--- src/rtl/bscan_pkg.sv ---
package bscan_pkg;

  typedef enum logic [2:0] {
    S_IDLE = 3'd0,
    S_READ = 3'd1,
    S_GAP  = 3'd2,
    S_DONE = 3'd3,
    S_FAIL = 3'd4
  } scan_state_t;

  localparam int SIG_BYTES = 4;

  // Signature characters at increasing byte addresses: 'C' 'R' 'U' 'S'
  function automatic logic [31:0] sig_word(input bit big_endian);
    logic [7:0] c0, c1, c2, c3;
    c0 = 8'h43;
    c1 = 8'h52;
    c2 = 8'h55;
    c3 = 8'h53;
    if (big_endian) return {c0, c1, c2, c3};
    return {c3, c2, c1, c0};
  endfunction

  // Entry point skips the signature word
  function automatic logic [63:0] skip_sig(input logic [63:0] base);
    return base + 64'(SIG_BYTES);
  endfunction

endpackage

--- src/rtl/bscan_cand.sv ---
module bscan_cand #(
  parameter int ADDR_W   = 32,
  parameter int MAX_CAND = 8,
  parameter int NUM_CAND = 3,
  parameter logic [MAX_CAND*ADDR_W-1:0] CAND_LIST = '0
) (
  input  logic              clk,
  input  logic              rst,
  input  logic              clr,
  input  logic              adv,
  output logic [ADDR_W-1:0] cand_addr,
  output logic              last
);
  localparam int IW = (MAX_CAND > 1) ? $clog2(MAX_CAND) : 1;
  localparam logic [IW-1:0] LAST_IDX = IW'(NUM_CAND - 1);

  logic [ADDR_W-1:0] table_w [MAX_CAND];
  logic [IW-1:0]     idx;

  for (genvar g = 0; g < MAX_CAND; g++) begin : g_tab
    assign table_w[g] = CAND_LIST[g*ADDR_W +: ADDR_W];
  end

  always_ff @(posedge clk) begin
    if (rst || clr) idx <= '0;
    else if (adv)   idx <= idx + 1'b1;
  end

  assign cand_addr = table_w[idx];
  assign last      = (idx == LAST_IDX);

  // index never walks past the used part of the list
  a_r3_idx_in_range: assert property (@(posedge clk) disable iff (rst)
    idx <= LAST_IDX);
  // advancing is only requested when a later candidate exists
  a_r3_adv_not_last: assert property (@(posedge clk) disable iff (rst)
    adv |-> !last);
endmodule

--- src/rtl/bscan_fsm.sv ---
module bscan_fsm
  import bscan_pkg::*;
(
  input  logic        clk,
  input  logic        rst,
  input  logic        start,
  input  logic        ack,
  input  logic        hit,
  input  logic        last,
  output logic        req,
  output logic        clr_idx,
  output logic        adv_idx,
  output logic        take_entry,
  output logic        in_fail
);
  scan_state_t state, nxt;

  always_comb begin
    nxt        = state;
    clr_idx    = 1'b0;
    adv_idx    = 1'b0;
    take_entry = 1'b0;
    unique case (state)
      S_IDLE: if (start) begin
        nxt     = S_READ;
        clr_idx = 1'b1;
      end
      S_READ: if (ack) begin
        if (hit) begin
          take_entry = 1'b1;
          nxt        = S_DONE;
        end else if (last) begin
          nxt = S_FAIL;
        end else begin
          adv_idx = 1'b1;
          nxt     = S_GAP;
        end
      end
      S_GAP:   nxt = S_READ;
      S_DONE:  nxt = S_DONE;
      S_FAIL:  nxt = S_FAIL;
      default: nxt = S_IDLE;
    endcase
  end

  always_ff @(posedge clk) begin
    if (rst) state <= S_IDLE;
    else     state <= nxt;
  end

  assign req     = (state == S_READ);
  assign in_fail = (state == S_FAIL);

  // request persists until acknowledged
  a_r2_req_hold: assert property (@(posedge clk) disable iff (rst)
    (req && !ack) |=> req);
  // an accepted read is followed by a request-free cycle
  a_r2_req_gap: assert property (@(posedge clk) disable iff (rst)
    (req && ack) |=> !req);
  // failure is terminal
  a_r8_fail_sticky: assert property (@(posedge clk) disable iff (rst)
    in_fail |=> in_fail);
  // success is terminal
  a_r6_done_sticky: assert property (@(posedge clk) disable iff (rst)
    (state == S_DONE) |=> (state == S_DONE));
endmodule

--- src/rtl/bscan_blink.sv ---
module bscan_blink #(
  parameter int BLINK_CYCLES = 16
) (
  input  logic clk,
  input  logic rst,
  input  logic in_fail,
  output logic led
);
  localparam int CW = $clog2(BLINK_CYCLES + 1);
  localparam logic [CW-1:0] WRAP_AT = CW'(BLINK_CYCLES - 1);

  logic [CW-1:0] cnt;
  logic          wrap;

  assign wrap = in_fail && (cnt == WRAP_AT);

  always_ff @(posedge clk) begin
    if (rst || !in_fail) begin
      cnt <= '0;
      led <= 1'b0;
    end else if (wrap) begin
      cnt <= '0;
      led <= ~led;
    end else begin
      cnt <= cnt + 1'b1;
    end
  end

  // LED dark outside the failure state
  a_r7_dark_outside_fail: assert property (@(posedge clk) disable iff (rst)
    !in_fail |-> !led);
  // LED changes only at the end of a full period
  a_r7_toggle_period: assert property (@(posedge clk) disable iff (rst)
    (in_fail && !wrap) |=> $stable(led));
endmodule

--- src/rtl/boot_sig_scan.sv ---
module boot_sig_scan
  import bscan_pkg::*;
#(
  parameter int ADDR_W         = 32,
  parameter int MAX_CAND       = 8,
  parameter int NUM_CAND       = 3,
  parameter logic [MAX_CAND*ADDR_W-1:0] CAND_LIST =
    {160'h0, 32'h6100_0000, 32'h6040_0000, 32'h6000_0000},
  parameter int BLINK_CYCLES   = 16,
  parameter bit SIG_BIG_ENDIAN = 1'b0
) (
  input  logic              clk,
  input  logic              rst,
  input  logic              start,
  output logic              req,
  output logic [ADDR_W-1:0] addr,
  input  logic              ack,
  input  logic [31:0]       rdata,
  output logic              entry_valid,
  output logic [ADDR_W-1:0] entry_addr,
  output logic              led
);
  localparam logic [31:0] SIG = sig_word(SIG_BIG_ENDIAN);

  logic              clr_idx, adv_idx, take_entry, in_fail, last, hit;
  logic [ADDR_W-1:0] cand_addr;
  logic [63:0]       entry_wide;

  bscan_cand #(
    .ADDR_W(ADDR_W), .MAX_CAND(MAX_CAND),
    .NUM_CAND(NUM_CAND), .CAND_LIST(CAND_LIST)
  ) u_cand (
    .clk(clk), .rst(rst), .clr(clr_idx), .adv(adv_idx),
    .cand_addr(cand_addr), .last(last)
  );

  bscan_fsm u_fsm (
    .clk(clk), .rst(rst), .start(start), .ack(ack), .hit(hit), .last(last),
    .req(req), .clr_idx(clr_idx), .adv_idx(adv_idx),
    .take_entry(take_entry), .in_fail(in_fail)
  );

  bscan_blink #(.BLINK_CYCLES(BLINK_CYCLES)) u_blink (
    .clk(clk), .rst(rst), .in_fail(in_fail), .led(led)
  );

  assign hit        = ack && (rdata == SIG);
  assign addr       = cand_addr;
  assign entry_wide = skip_sig(64'(cand_addr));

  always_ff @(posedge clk) begin
    if (rst) begin
      entry_valid <= 1'b0;
      entry_addr  <= '0;
    end else if (take_entry) begin
      entry_valid <= 1'b1;
      entry_addr  <= entry_wide[ADDR_W-1:0];
    end
  end

  // address does not move while a read is outstanding
  a_r2_addr_stable: assert property (@(posedge clk) disable iff (rst)
    (req && !ack) |=> $stable(addr));
  // entry result is a held level
  a_r6_entry_hold: assert property (@(posedge clk) disable iff (rst)
    entry_valid |=> (entry_valid && $stable(entry_addr)));
  // no read once the entry is published
  a_r5_no_read_after_entry: assert property (@(posedge clk) disable iff (rst)
    entry_valid |-> !req);
  // success and failure are exclusive
  a_r8_fail_excludes_entry: assert property (@(posedge clk) disable iff (rst)
    !(entry_valid && in_fail));
endmodule

--- config.mk ---
export PLATFORM = sky130hd
export DESIGN_NAME = boot_sig_scan
export DESIGN_NICKNAME = d
export VERILOG_FILES = /design/src/rtl/bscan_pkg.sv /design/src/rtl/bscan_cand.sv /design/src/rtl/bscan_fsm.sv /design/src/rtl/bscan_blink.sv /design/src/rtl/boot_sig_scan.sv
export SDC_FILE = /design/constraint.sdc
export NUM_CORES = 1
export LEC_CHECK = 0
export ABC_CLOCK_PERIOD_IN_PS = 6400
export BUFFER_PORTS_ARGS = -buffer_cell sky130_fd_sc_hd__buf_2
export CAP_MARGIN = 20
export CELL_PAD_IN_SITES_DETAIL_PLACEMENT = 0
export CELL_PAD_IN_SITES_GLOBAL_PLACEMENT = 2
export CORE_MARGIN = 2
export CORE_UTILIZATION = 30
export CTS_CLUSTER_DIAMETER = 120
export DETAILED_ROUTE_END_ITERATION = 16
export GPL_TIMING_DRIVEN = 0
export PLACE_DENSITY = 0.93
export SYNTH_ARGS = -nofsm -noshare
export SYNTH_HDL_FRONTEND = slang
export SYNTH_HIERARCHICAL = 1
export SYNTH_SLANG_ARGS = --single-unit
export TNS_END_PERCENT = 1
--- constraint.sdc ---
create_clock -name clk -period 6.4 [get_ports clk]
set_input_delay 0.64 -clock clk [delete_from_list [all_inputs] [get_ports clk]]
set_output_delay 0.64 -clock clk [all_outputs]
set_load 0.005 [all_outputs]
# Yosys cells after proc, flatten, opt, wreduce, memory -nomap -nowiden
# Memory sizes are Yosys's and may differ from the RTL's.
# Index checks and enable logic that the tools add are counted.
# totals
reg_bits	45
latchBits	0
ramBits	0
rom_bits	256
inputBits	36
out_inout_bits	67
word_cells	46
memories	1
# classes
n_addsub	3
mul	0
div_mod_pow	0
n_lt_le_gt_ge	1
eq_ne	9
n_shift	0
mux	16
n_bitwise	2
n_reduce_logical	8
# mem_list
name	words	word_bits	rd	rd_clocked_by_memory_dff	write_ports	line_no	rtl
(name not given)	8	32	1	0	0	bscan_cand.sv:29	assign cand_addr = table_w[idx];
# op_table
operator	n
two-way mux 32 bit	2
adder 32 x 3 -> 32 bit, second input constant	1
equality test 32 x 31 -> 1 bit, second input constant	1
one-hot mux 3 bit (5 select lines)	1
two-way mux 3 bit	4
equality test 3 x 2 -> 1 bit, second input constant	3
two-way mux 1 bit	9
adder 5 x 1 -> 5 bit, second input constant	1
equality test 5 x 4 -> 1 bit, second input constant	1
greater-or-equal comparator 4 bit, second input constant	1
NOT 3 -> 4 bit	1
adder 3 x 1 -> 3 bit, second input constant	1
equality test 3 x 1 -> 1 bit, second input constant	1
equality test 3 bit, second input constant	1
logical NOT 3 bit	1
logical AND 1 bit	2
logical OR 1 bit	2
inequality test 2 x 1 -> 1 bit, second input constant	1
inequality test 2 bit, second input constant	1
AND reduction 2 bit	1
OR reduction 2 bit	1
logical NOT 1 bit	1
NOT 1 bit	1

# Logic depth before layout (Yosys ltp)
# depth
depth_word	5
ltp_mapped	9
depth_no_buf	8

# Hierarchy
# Netlist, hierarchy kept.
# modules_own_cells
module	instances	cells_per_inst	area_each_um2	seq_area_each_um2
boot_sig_scan	1	216	1795.5	660.6
bscan_cand	1	50	409.1	60.1
bscan_blink	1	23	250.2	120.1
bscan_fsm	1	22	217.7	60.1

# Worst setup path before layout
# No wires, ideal clock.
# synth_path
path_type	input port to flip-flop
from	input rdata[3]
to	register entry_addr[0]
setup_ns	0.128
arrival_ns	2.431
t_required_ns	6.272
slack_ns	3.841
cell_stages	9
path_buffers	2
cell_sequence	nor4_1 nand4_1 nor4_1 and4b_1 and3_1 clkbuf_1 buf_1 mux2i_1 nor2_1
# synth_between
elab_chain_cells	5
# synth_lines
element	line_no	rtl
from (decl)	boot_sig_scan.sv:18	input logic [31:0] rdata,
equality test 32 x 31 -> 1 bit	boot_sig_scan.sv:47	assign hit = ack && (rdata == SIG);
logical AND 1 bit	boot_sig_scan.sv:47	
net hit	boot_sig_scan.sv:25	logic clr_idx, adv_idx, take_entry, in_fail, last, hit;
two-way mux 1 bit	bscan_fsm.sv:29	if (hit) begin
two-way mux 1 bit	bscan_fsm.sv:28	S_READ: if (ack) begin
two-way mux 1 bit	bscan_fsm.sv:23	unique case (state)
net take_entry	boot_sig_scan.sv:25	
to (signal assigned)	boot_sig_scan.sv:57	entry_addr <= entry_wide[ADDR_W-1:0];
to (decl)	boot_sig_scan.sv:20	output logic [ADDR_W-1:0] entry_addr,
# The timed path passes the listed nets, and every way through them passes these cells.
# A chain may end at the register's enable or synchronous reset.

# Worst setup path after layout
# layout_path
from	input rdata[17]
to	register entry_addr[3]
# The elaborated chain is that of the path after synthesis.

==> metrics.csv <==
stage,metric,value,unit
setup_path,critical path class,in2reg,
clock_network,root buffer cell,clkbuf_8,
finish,FF+latch area,900.9,sq um
yosys,"Async S/R FF share, synth",0,
placed_design,DP HPWL,5306,um
pwr,Design Power,542.8,uW
clock_network,cts repair resizes,0,
setup_path,Crit. End Element,flip-flop,
drt,number of iterations in the first detailed-routing pass,5,
floorplanning,DIE HEIGHT,98.39,um
pwr,VDD IR max,0.00006939,V
finish,area of the multi-input gates,1524,sq um
setup_path,crit path launch type,input pin,
sta,FMAX,363.6,MHz
clock_network,# Post-CTS Setup Buffers,0,
clock_network,H-Tree Depth,2,
yosys,Synth area leader,dfxtp_1,
yosys,Yosys cell types,48,
sta,Max-slew headroom,0.5970,
finish,Final Cell Area,3369,sq um
floorplanning,IO Count,103,
pwr,combinational share of power,0.138,
clock_network,CTS tree,yes,
yosys,mean post-synth cell area,8.593,sq um
clock_network,cts-stage hold buffer count,0,
pwr,net switching share of the total power,0.2598,
yosys,sequential area share after synthesis,0.3371,
yosys,#FFs+latches synth,45,
flow_run,Max-Cap Viols,0,
drt,Post-route DRC,0,
pwr,power per cell area,161.1,nW/um^2
grt,All-Layer GR Usage,0.1389,
sta,RSZ-0062 raised after global routing,false,
drt,DRT Wirelength,6681,um
finish,final core utilization,0.3883,
setup_path,worst path required time,6.58,ns
finish,FILL cells,940,
floorplanning,Starting Density,0.3080,
clock_network,Clock Latency Late Sink,0.30,ns
finish,final net count,462,
floorplanning,FP Rows,34,
min_path,worst min-delay path class,reg2reg,
yosys,top post-synthesis cells by count,"dfxtp_1, nor2_1, buf_4",
yosys,synthesized cell area,2673,sq um
yosys,Synth Instances,311,
clock_network,CTS sink cnt,45,
pwr,P_int,401.7,uW
sta,Tcrit/Tclk final,0.4297,
pwr,clock power share,0.342,
clock_network,total CTS buffers,5,
setup_path,crit-path max FO,10,
yosys,Area contributors post-synth,"dfxtp_1, buf_4, nor2_1",
drt,Post-DRT Antenna Nets,0,
sta,Max Slew Vio Count,0,
sta,setup violators final,0,
placed_design,Post-DP Area,3279,sq um
finish,share of cells above drive strength 1,0.3079,
clock_network,Worst-path clk slew,0.09,ns
setup_path,Crit path arrival time,2.93,ns
pwr,P_leak,1.313,nW
pwr,Seq pwr share,0.520,
grt,grt total ovfl,0,
drt,vias per inst,4.824,
placed_design,DP Worst Slack,3.339,ns
sta,Worst Clk Skew,0.006879,ns
grt,vias in the first global route,2296,
sta,Hold Fails Final Rpt,0,
placed_design,PortBufs,74,
sta,setup TNS,0,ns
yosys,most common cell in the netlist,dfxtp_1,
finish,ant diodes,0,
yosys,Ys Warns,6,
clock_network,Max Root-Sink Buffers,2,
placed_design,GP Congestion,0.7569,
floorplanning,Die X,98.39,um
floorplanning,core area,8678,sq um
sta,min Tclk post-route,2.750,ns
placed_design,placed insts,520,
sta,Final WS setup,3.650,ns
grt,pin count of the biggest net entering global routing,14,
grt,initial antenna violation count,0,
grt,first-pass GRT wire length,11130,um
yosys,Synth Flop Type,dfxtp_1,
outcome,outcome,"complete, no violations",
drt,drt wl/cell,12.68,um
yosys,number of synthesized flops with an enable pin,0,
floorplanning,full die area,9680,sq um
drt,Via Count,2542,
drt,first-iteration detailed-routing DRC count,65,
sta,worst hold slack,0.4444,ns
finish,area delta synth->final,26.08,%
pwr,Net Switching,141.0,uW
yosys,area share of the largest cell type after synthesis,0.3371,
sta,actual slew at the worst max-slew pin,0.5962,ns
finish,Post-Layout Cell Count,527,
## path summary, 6_finish.rpt
| check | start | endpoint | slack (ns) | cells after the start |
|---|---|---|---|---|
| hold reg to reg | u_blink/cnt[0]$_SDFF_PP0_ | u_blink/cnt[0]$_SDFF_PP0_ | 0.44 | 1 |
| hold / removal | u_blink/cnt[0]$_SDFF_PP0_ | u_blink/cnt[0]$_SDFF_PP0_ | 0.44 | 1 |
| setup / recovery | rdata[17] | entry_addr[3]$_SDFFE_PP0P_ | 3.65 | 10 |
| setup reg to reg | u_fsm/state[0]$_SDFFE_PP0P_ | entry_addr[3]$_SDFFE_PP0P_ | 4.24 | 7 |
## registers in the layout (all words and copies together), names as in the netlist
signal / cells
entry_addr: 32
u_blink/cnt: 5
u_cand/idx: 3
u_fsm/state: 3
entry_valid: 1
u_blink/led: 1
## power groups by stage
| stage | combinational, mW | clock (mW) | sequential, mW |
|---|---|---|---|
| 6_report | 0.0746 | 0.186 | 0.282 |
| 5_1_grt | 0.0841 | 0.204 | 0.283 |
| 4_1_cts | 0.0687 | 0.192 | 0.282 |
| 3_5_place_dp | 0.0685 | 0 | 0.289 |
| 3_3_place_gp | 0.0676 | 0 | 0.289 |
| 2_1_floorplan | 0.0517 | 0 | 0.289 |
## critical path, cell delays in order
cell      delay, ns
buf_2          0.10
nor4b_1        0.29
nand4_1        0.14
nor4_1         0.16
and4b_1        0.30
and3_1         0.17
clkbuf_1       0.29
buf_1          0.52
mux2i_1        0.25
nor2_1         0.05
## kinds of logic (layout without fill, tap and decap cells)
group	Yosys count	after routing	share of synthesized area
buffers and inverters	58	139	0.1306
AO/OA/AOI/OAI	47	47	0.1287
other	1	28	0.001403
flip-flops	45	45	0.3371
multiplexers	6	6	0.02294
XOR/XNOR	14	14	0.04588
AND/OR/NAND/NOR	133	133	0.3006
adder cells (fa/ha/maj)	7	7	0.03277
## layer usage
layer | part of all wire | routed length, um | GRT usage
met5 | 0 | 0 | 0
met4 | 0.012 | 82 | 0.03793
met3 | 0.076 | 510 | 0.03436
met2 | 0.47 | 3145 | 0.2402
met1 | 0.44 | 2943 | 0.1718
## placed cells by master, fill, tap and decap left out, types with 2 or more instances in the layout
cell type and count:
or4_1 6, buf_6 2, o31ai_1 6, xnor2_1 10
and4_1 5, a21oi_1 2, clkbuf_1 11, or4_4 2
nand4_1 9, o21ai_0 9, nor3_1 5, nor3b_1 3
a211oi_1 13, or4b_1 2, inv_1 11, nand2b_1 2
nand2_1 8, buf_4 30, and3_1 2, buf_2 77
xor2_1 4, mux2i_1 5, a311oi_1 15, clkbuf_8 6
conb_1 28, nand3_1 9, nor2b_1 3, nor4b_1 4
and4bb_2 3, ha_1 7, dfxtp_1 45, or3_1 8
nand3_2 2, nor2_1 39, nor4_1 11
## area by class of cell
type                    count  area share
plain buffers              47     0.09135
well taps                 108     0.04010
clock inverters             1    0.002228
flip-flops and latches     45      0.2674
clock buffers               6     0.02451
repair buffers             74      0.1099
multi-input cells         235      0.4523
inverters                  11     0.01225
Note: power is estimated with default switching activity, not from simulation.
